## src/rtl/gate_admit_pkg.sv

```systemverilog
package gate_admit_pkg;
  // Per-class strobes from control to datapath
  typedef struct packed {
    logic gateOpen;   // gate in force is open
    logic chainNext;  // following interval extends the window
    logic slowLink;   // 100 Mbps timing applies
  } admitCtrl_t;

  localparam int LINE_OVERHEAD_BYTES = 20;
  localparam int FAST_BYTE_NS        = 8;
  localparam int SLOW_BYTE_NS        = 80;
  localparam int MARGIN_SHIFT        = 8;
endpackage

```

## src/rtl/gate_admit_ctrl.sv

```systemverilog
module gate_admit_ctrl
  import gate_admit_pkg::*;
#(
  parameter int NUM_TC = 8
) (
  input  logic [NUM_TC-1:0]             curGate,
  input  logic [NUM_TC-1:0]             nextGate,
  input  logic                          speedSlow,
  output admitCtrl_t [NUM_TC-1:0]       ctrl
);
  for (genvar i = 0; i < NUM_TC; i++) begin : g_cls
    always_comb begin
      ctrl[i].gateOpen  = curGate[i];
      ctrl[i].chainNext = curGate[i] & nextGate[i];
      ctrl[i].slowLink  = speedSlow;
    end
  end
endmodule

```

## src/rtl/gate_admit_dp.sv

```systemverilog
module gate_admit_dp
  import gate_admit_pkg::*;
#(
  parameter int NUM_TC = 8,
  parameter int LEN_W  = 14,
  parameter int TI_W   = 24,
  parameter int DC_W   = 16
) (
  input  logic                      clk,
  input  logic                      rstN,
  input  admitCtrl_t [NUM_TC-1:0]   ctrl,
  input  logic [TI_W-1:0]           remainNs,
  input  logic [TI_W-1:0]           nextNs,
  input  logic [DC_W-1:0]           delayComp,
  input  logic [NUM_TC*LEN_W-1:0]   frameLen,
  output logic [NUM_TC-1:0]         eligible
);
  localparam int BYTE_W = LEN_W + 2;
  localparam int WIN_W  = TI_W + 1;
  localparam int CMP_W  = (WIN_W > BYTE_W + 7) ? WIN_W : BYTE_W + 7;

  logic [TI_W-1:0]  delayExt;
  logic [TI_W-1:0]  effRemain;
  logic [CMP_W-1:0] winSolo;
  logic [CMP_W-1:0] winChain;
  logic [NUM_TC-1:0] fitVec;

  assign delayExt = TI_W'(delayComp);

  always_comb begin
    if (remainNs > delayExt) effRemain = remainNs - delayExt;
    else                     effRemain = '0;
    winSolo  = CMP_W'(effRemain);
    winChain = CMP_W'(effRemain) + CMP_W'(nextNs);
  end

  for (genvar i = 0; i < NUM_TC; i++) begin : g_cls
    logic [LEN_W-1:0]  lenB;
    logic [BYTE_W-1:0] marginB;
    logic [BYTE_W-1:0] lineB;
    logic [CMP_W-1:0]  needNs;
    logic [CMP_W-1:0]  winNs;

    assign lenB = frameLen[i*LEN_W +: LEN_W];

    always_comb begin
      if (ctrl[i].slowLink)
        marginB = (BYTE_W'(lenB) + BYTE_W'((1 << MARGIN_SHIFT) - 1)) >> MARGIN_SHIFT;
      else
        marginB = '0;
      lineB = BYTE_W'(lenB) + BYTE_W'(LINE_OVERHEAD_BYTES) + marginB;
      if (ctrl[i].slowLink) needNs = CMP_W'(lineB) * CMP_W'(SLOW_BYTE_NS);
      else                  needNs = CMP_W'(lineB) * CMP_W'(FAST_BYTE_NS);
      winNs     = ctrl[i].chainNext ? winChain : winSolo;
      fitVec[i] = ctrl[i].gateOpen && (winNs >= needNs);
    end
  end

  always_ff @(posedge clk) begin
    if (!rstN) eligible <= '0;
    else       eligible <= fitVec;
  end
endmodule

```

## src/rtl/gate_admit.sv

```systemverilog
module gate_admit
  import gate_admit_pkg::*;
#(
  parameter int NUM_TC = 8,
  parameter int LEN_W  = 14,
  parameter int TI_W   = 24,
  parameter int DC_W   = 16
) (
  input  logic                    clk,
  input  logic                    rstN,
  input  logic [NUM_TC-1:0]       curGate,
  input  logic [NUM_TC-1:0]       nextGate,
  input  logic [TI_W-1:0]         remainNs,
  input  logic [TI_W-1:0]         nextNs,
  input  logic [DC_W-1:0]         delayComp,
  input  logic [NUM_TC*LEN_W-1:0] frameLen,
  input  logic                    speedSlow,
  output logic [NUM_TC-1:0]       eligible
);
  admitCtrl_t [NUM_TC-1:0] ctrl;

  gate_admit_ctrl #(.NUM_TC(NUM_TC)) u_ctrl (
    .curGate  (curGate),
    .nextGate (nextGate),
    .speedSlow(speedSlow),
    .ctrl     (ctrl)
  );

  gate_admit_dp #(
    .NUM_TC(NUM_TC), .LEN_W(LEN_W), .TI_W(TI_W), .DC_W(DC_W)
  ) u_dp (
    .clk      (clk),
    .rstN     (rstN),
    .ctrl     (ctrl),
    .remainNs (remainNs),
    .nextNs   (nextNs),
    .delayComp(delayComp),
    .frameLen (frameLen),
    .eligible (eligible)
  );
endmodule

```

## config.mk

```make
export PLATFORM = sky130hd
export DESIGN_NAME = gate_admit
export DESIGN_NICKNAME = d
export VERILOG_FILES = /design/src/rtl/gate_admit_pkg.sv /design/src/rtl/gate_admit_ctrl.sv /design/src/rtl/gate_admit_dp.sv /design/src/rtl/gate_admit.sv
export SDC_FILE = /design/constraint.sdc
export NUM_CORES = 1
export LEC_CHECK = 0
export BUFFER_PORTS_ARGS = -buffer_cell sky130_fd_sc_hd__buf_4
export CAP_MARGIN = 0
export CORE_MARGIN = 3
export CORE_UTILIZATION = 50
export CTS_BUF_LIST = sky130_fd_sc_hd__clkbuf_16
export CTS_CLUSTER_SIZE = 28
export DETAILED_ROUTE_END_ITERATION = 8
export GPL_TIMING_DRIVEN = 0
export HOLD_SLACK_MARGIN = 0.03
export PLACE_DENSITY = 0.69
export SLEW_MARGIN = 25
export SYNTH_ARGS = -nofsm -noshare
export SYNTH_HDL_FRONTEND = slang
export SYNTH_SLANG_ARGS = --single-unit
```

## constraint.sdc

```tcl
create_clock -name clk -period 7.55 [get_ports clk]
set_clock_uncertainty 0.15 [all_clocks]
set_input_delay 0 -clock clk [delete_from_list [all_inputs] [get_ports clk]]
set_output_delay 0 -clock clk [all_outputs]
set_load 0.01 [all_outputs]
```

# Yosys cells after proc, flatten, opt, wreduce, memory -nomap -nowiden
# Index checks and enable logic that the tools add are counted.
# W data, S select, Z words.
[classes]
add_sub_neg = 26
mul = 8
n_div = 0
magnitude_cmp = 9
eq_ne = 0
shifts = 0
n_mux = 25
n_bitwise = 8
reduce_logical = 8
[ops]
columns = ["operator", "count"]
rows = [
  ["$ge A25 B23 Y1", 8],
  ["$mux W25", 8],
  ["$mux W23", 8],
  ["$mul A16 B3 Y19 const B", 8],
  ["$add A16 B8 Y16", 8],
  ["$add A14 B5 Y15 const B", 8],
  ["$add A14 B8 Y15 const B", 8],
  ["$mux W8", 8],
  ["$add A24 B24 Y25", 1],
  ["$gt A24 B16 Y1", 1],
  ["$mux W24", 1],
  ["$sub A24 B16 Y24", 1],
  ["$and A1 B1 Y1", 8],
  ["$logic_and A1 B1 Y1", 8],
]
[totals]
reg_bits = 8
latch_bits = 0
mem_bits_rw = 0
mem_bits_ro = 0
in_bits = 195
word_cells = 85
memories = 0

# Longest topological paths before layout
[logic_depth]
depth_word = 7
ltp_mapped = 34

# Cells and area by module
# A second synthesis with hierarchy kept.
[unflattened]
cells_unflattened = 2775
area_unflattened_um2 = 20134.3
[modules_own_cells]
columns = ["module", "n_inst", "cells_each", "area_each_um2", "seq_area_each_um2"]
rows = [
  ["gate_admit_dp", 1, 2751, 19964.1, 160.2],
  ["gate_admit_ctrl", 1, 24, 170.2, 0.0],
]

# Least setup slack after synthesis
# OpenSTA, ideal clock, no wires.
[synth_timing]
path_kind = "input -> register"
startpoint = "input port speedSlow"
endpoint = "register u_dp.eligible[7]"
setup_ps = 116
arrival_time_ps = 5832
t_required_ps = 7284
setup_slack_ps = 1452
stages = 29
path_buffers = 3
path_cell_list = "clkbuf_1 inv_1 clkbuf_1 clkbuf_1 nor2_1 ha_1 fa_1 a21o_1 a21oi_1 xnor2_1 ha_1 fa_1 a21o_1 a21oi_1 o21bai_1 a2111o_1 a41oi_1 o21ai_0 xor2_1 nand2_1 ha_1 nand2_1 o21ai_0 a21oi_1 nand3_1 a21oi_1 o21ai_0 or4b_1 and4_1"
[synth_via]
elab_chain_len = 6
[synth_lines]
columns = ["element", "line_no", "source"]
rows = [
  ["from (decl)", "gate_admit.sv:17", "input logic speedSlow,"],
  ["$mux W8", "gate_admit_dp.sv:47", "if (ctrl[i].slowLink)"],
  ["$add A16 B8 Y16", "gate_admit_dp.sv:51", "lineB = BYTE_W'(lenB) + BYTE_W'(LINE_OVERHEAD_BYTES) + marginB;"],
  ["$mul A16 B3 Y19", "gate_admit_dp.sv:52", "if (ctrl[i].slowLink) needNs = CMP_W'(lineB) * CMP_W'(SLOW_BYTE_NS);"],
  ["$mux W23 (*)", "gate_admit_dp.sv:52", ""],
  ["$ge A25 B23 Y1 (*)", "gate_admit_dp.sv:55", "fitVec[i] = ctrl[i].gateOpen && (winNs >= needNs);"],
  ["$logic_and A1 B1 Y1 (*)", "gate_admit_dp.sv:55", ""],
  ["to (signal assigned)", "gate_admit_dp.sv:61", "else eligible <= fitVec;"],
  ["to (decl)", "gate_admit_dp.sv:16", "output logic [NUM_TC-1:0] eligible"],
]
# Every way passes the cells marked *; elsewhere a longest branch is shown, timed or not.
# A chain may end at the register's enable or synchronous reset.

# Worst setup path in the final report
[layout_timing]
startpoint = "input port remainNs[13]"
endpoint = "register u_dp.eligible[7]"
[layout_via]
elab_chain_len = 6
word_cells_on_any_way = 7
classes_between = "2 x add/sub; 2 x order compare; 2 x mux; 1 x reduce/logical"
[layout_lines]
columns = ["element", "line_no", "source"]
rows = [
  ["from (decl)", "gate_admit.sv:13", "input logic [TI_W-1:0] remainNs,"],
  ["$sub A24 B16 Y24 or $gt A24 B16 Y1 (tied branches)", "gate_admit_dp.sv:31", "if (remainNs > delayExt) effRemain = remainNs - delayExt;"],
  ["$mux W24 (*)", "gate_admit_dp.sv:31", ""],
  ["$add A24 B24 Y25", "gate_admit_dp.sv:34", "winChain = CMP_W'(effRemain) + CMP_W'(nextNs);"],
  ["$mux W25 (*)", "gate_admit_dp.sv:54", "winNs = ctrl[i].chainNext ? winChain : winSolo;"],
  ["$ge A25 B23 Y1 (*)", "gate_admit_dp.sv:55", ""],
  ["$logic_and A1 B1 Y1 (*)", "gate_admit_dp.sv:55", ""],
]
# Marks and branches as above.

==> insert_results.sql <==
INSERT INTO impl_metrics (metric_group, metric, value, unit) VALUES
('cts', 'ctsRootBufferMaster', 'clkbuf_16', ''),
('drt', 'wl', '75500', 'um'),
('power_and_ir_drop', 'power_frac_comb', '0.964', ''),
('synthesis', 'synth_edf_count', '0', ''),
('power_and_ir_drop', 'p_int', '0.00205', 'W'),
('setup_path', 'timing.critical_path.fanout_max', '10', ''),
('sta', 'slew_violations', '0', ''),
('synthesis', 'post_synthesis_sequential_area_ratio', '0.00768', ''),
('power_and_ir_drop', 'swShare', '0.578', ''),
('setup_path', 'worst-endpoint-required', '7560', 'ps'),
('cts', 'clock_sinks', '8', ''),
('place', 'place_congestion', '0.983', ''),
('setup_path', 'cp.buffers_inverters', '4', ''),
('synthesis', 'postSynth.topFlopCell', 'dfxtp_1', ''),
('finish', 'layout.cells.most_common', 'ha_1', ''),
('drt', 'drt_first_pass_iters', '9', ''),
('synthesis', 'yosys_register_bits', '8', ''),
('finish', 'layout_common_cells', '504 x ha_1, 238 x nand2_1, 229 x a21oi_1, 212 x o21ai_0, 212 x nor2_1', ''),
('synthesis', 'postSynth.asyncResetShare', '0', ''),
('drt', 'avgRoutedWirePerCell', '20.8', 'um'),
('place', 'placed_area', '23200', 'sq um'),
('sta', 'post-route-min-period', '7490', 'ps'),
('sta', 'setup_viol_count_final', '0', ''),
('min_path', 'hold_path_startpoint', 'nextGate[7]', ''),
('sta', 'setup_tns', '0', 'ps'),
('place', 'placedCellCount', '3585', ''),
('power_and_ir_drop', 'power_switching', '0.00280', 'W'),
('power_and_ir_drop', 'clock_power_share', '0.026', ''),
('setup_path', 'slowest_stage', 'xor2_1', ''),
('sta', 'worst_slew_pin_slew', '1230', 'ps'),
('setup_path', 'end_kind', 'register', ''),
('finish', 'largest_register_ff_count', '8', ''),
('synthesis', 'yosysUniqueCellTypes', '83', ''),
('finish', 'fillers', '3962', ''),
('min_path', 'worstHoldPathCells', '3', ''),
('finish', 'largestRegisters', 'u_dp.eligible: 8 flops', ''),
('outcome', 'status', 'complete, no violations', ''),
('grt', 'via_count_of_the_first_global_routing_pass', '21600', ''),
('cts', 'cts.clk_slew.worst_paths', '70', 'ps'),
('power_and_ir_drop', 'irDropWorstVdd', '0.0888', 'mV'),
('grt', 'grt_first_pass_wirelength', '114000', 'um'),
('power_and_ir_drop', 'power.sequential.fraction', '0.010', ''),
('synthesis', 'postSynthCellCount', '2852', ''),
('grt', 'grt_util_all_layers', '0.322', ''),
('synthesis', 'syn_avg_cell_area', '7.32', 'sq um'),
('sta', 'hold_ws', '88.5', 'ps'),
('cts', 'ctsHtreeMaxLevel', '1', ''),
('sta', 'final_hold_viol_count', '0', ''),
('min_path', 'whs_endpoint', 'u_dp.eligible[7]', ''),
('setup_path', 'path_class', 'input port to register', ''),
('sta', 'fin_crit_sh', '0.992', ''),
('synthesis', 'ys.warnings.count', '0', ''),
('setup_path', 'crit_start', 'remainNs[13]', ''),
('setup_path', 'worst-endpoint-arrival', '7500', 'ps'),
('drt', 'route.vias.total', '22700', ''),
('grt', 'grt_antenna_before_repair', '0', ''),
('power_and_ir_drop', 'pwr_density_cell', '205', 'nW/um^2'),
('drt', 'first_iteration_detailed_routing_drc_count', '2073', ''),
('cts', 'cts_buffer_depth', '2', ''),
('place', 'dpl.hpwl', '59200', 'um'),
('floorplanning', 'ioPinCount', '203', ''),
('drt', 'vias_per_cell', '6.27', ''),
('place', 'place.port_buffers', '179', ''),
('floorplanning', 'die_h', '210', 'um'),
('sta', 'max_freq', '0.133', 'GHz'),
('finish', 'stdcell_area', '23700', 'sq um'),
('floorplanning', 'floorplan.initialDensity', '0.509', ''),
('finish', 'area_delta_synth_final', '13.4', '%'),
('finish', 'layout.nets', '3801', ''),
('cts', 'cts_tree', 'yes', ''),
('finish', 'finish.utilization', '0.577', '');
==> cell families after synthesis <==
| kind of cell | Yosys count | share of synthesized area |
|---|---|---|
| AO/OA/AOI/OAI | 745 | 0.222 |
| XOR/XNOR | 330 | 0.139 |
| adder cells (fa/ha/maj) | 523 | 0.320 |
| buffers and inverters | 193 | 0.0352 |
| flip-flops | 8 | 0.00768 |
| multiplexers | 129 | 0.0622 |
| other | 2 | 0.000360 |
| AND/OR/NAND/NOR | 922 | 0.214 |
==> power by group through the flow <==
stage / clock, W / sequential, W / combinational [W]
after floorplan: 0 / 0.0000503 / 0.00323
after global placement: 0 / 0.0000500 / 0.00423
final: 0.000126 / 0.0000490 / 0.00467
after global routing: 0.000121 / 0.0000491 / 0.00516
after detailed placement: 0 / 0.0000498 / 0.00447
after CTS: 0.000118 / 0.0000490 / 0.00451
==> Yosys cell counts (all sizes together) (5+ instances only) <==
master   count  area (sq um)
or3         16           100
o211ai      17           128
nand2      242           908
nand2b      32           200
nor2       215           817
nor3b        8          60.1
xor2       115          1010
clkbuf      83           312
nand3b       5          37.5
o31ai        7          57.6
o21bai      24           180
nand4       42           263
xnor2      215          1880
inv        101           379
a21o        84           631
dfxtp        8           160
o2111ai      8          76.3
and2        18           113
a31oi       22           138
or2         20           125
a21oi      230          1150
a2111o      10           113
fa          18           360
nor4        25           156
a2111oi     13           120
o22ai       12          75.1
a211oi      14           110
a41oi       14           123
nor4b        6          52.6
buf          9          43.8
and3        29           181
o21ai      214          1070
nor2b       35           219
a211o        6          52.6
a21boi       7          52.6
o21a        22           165
nor3        64           320
and4         8          70.1
mux2i      126          1260
ha         504          6310
nand3      144           721
==> through the flow <==
stage	setup slack, ps	total power [W]
after floorplan	1450	0.00328
after global placement	-965	0.00428
after detailed placement	-478	0.00451
after CTS	0.241	0.00468
after global routing	-20.1	0.00533
final	57.1	0.00484
==> tightest hold or removal path, stage by stage <==
cell	delay, ps
buf_4	110
or3_1	110
and4_1	240
==> cell type report <==
| class | instances | area, sq um | area share |
|---|---|---|---|
| multi-input cells | 2665 | 20300 | 0.858 |
| flip-flops and latches | 8 | 160 | 0.00677 |
| clock buffers | 3 | 75.1 | 0.00317 |
| plain buffers | 91 | 372 | 0.0157 |
| well taps | 532 | 666 | 0.0281 |
| repair buffers | 214 | 1690 | 0.0714 |
| diodes | 5 | 12.5 | 0.000529 |
| inverters | 101 | 379 | 0.0160 |
==> how the worst max path moves through the flow <==
stage	endpoint	depth (start not counted)
final	u_dp.eligible[7]	28
after global routing	u_dp.eligible[1]	30
after CTS	u_dp.eligible[4]	29
after detailed placement	u_dp.eligible[0]	28
after global placement	u_dp.eligible[3]	27
after floorplan	u_dp.eligible[7]	29
==> what timing repair did <==
action	CTS	global route
pin swaps	1	2
endpoints found under the hold margin	8	0
hold buffers	22	0
setup endpoints to repair	6	8
setup buffers	1	4
gates resized for setup	3	27
==> metal layers <==
metal	up-vias	GRT usage	wire, um
li1	11000	-	-
met1	10500	0.422	31700
met2	1033	0.517	32700
met3	206	0.0701	7540
met4	2	0.125	3430
met5	-	0.0119	71
No activity file was read; power rests on OpenSTA's default activity.
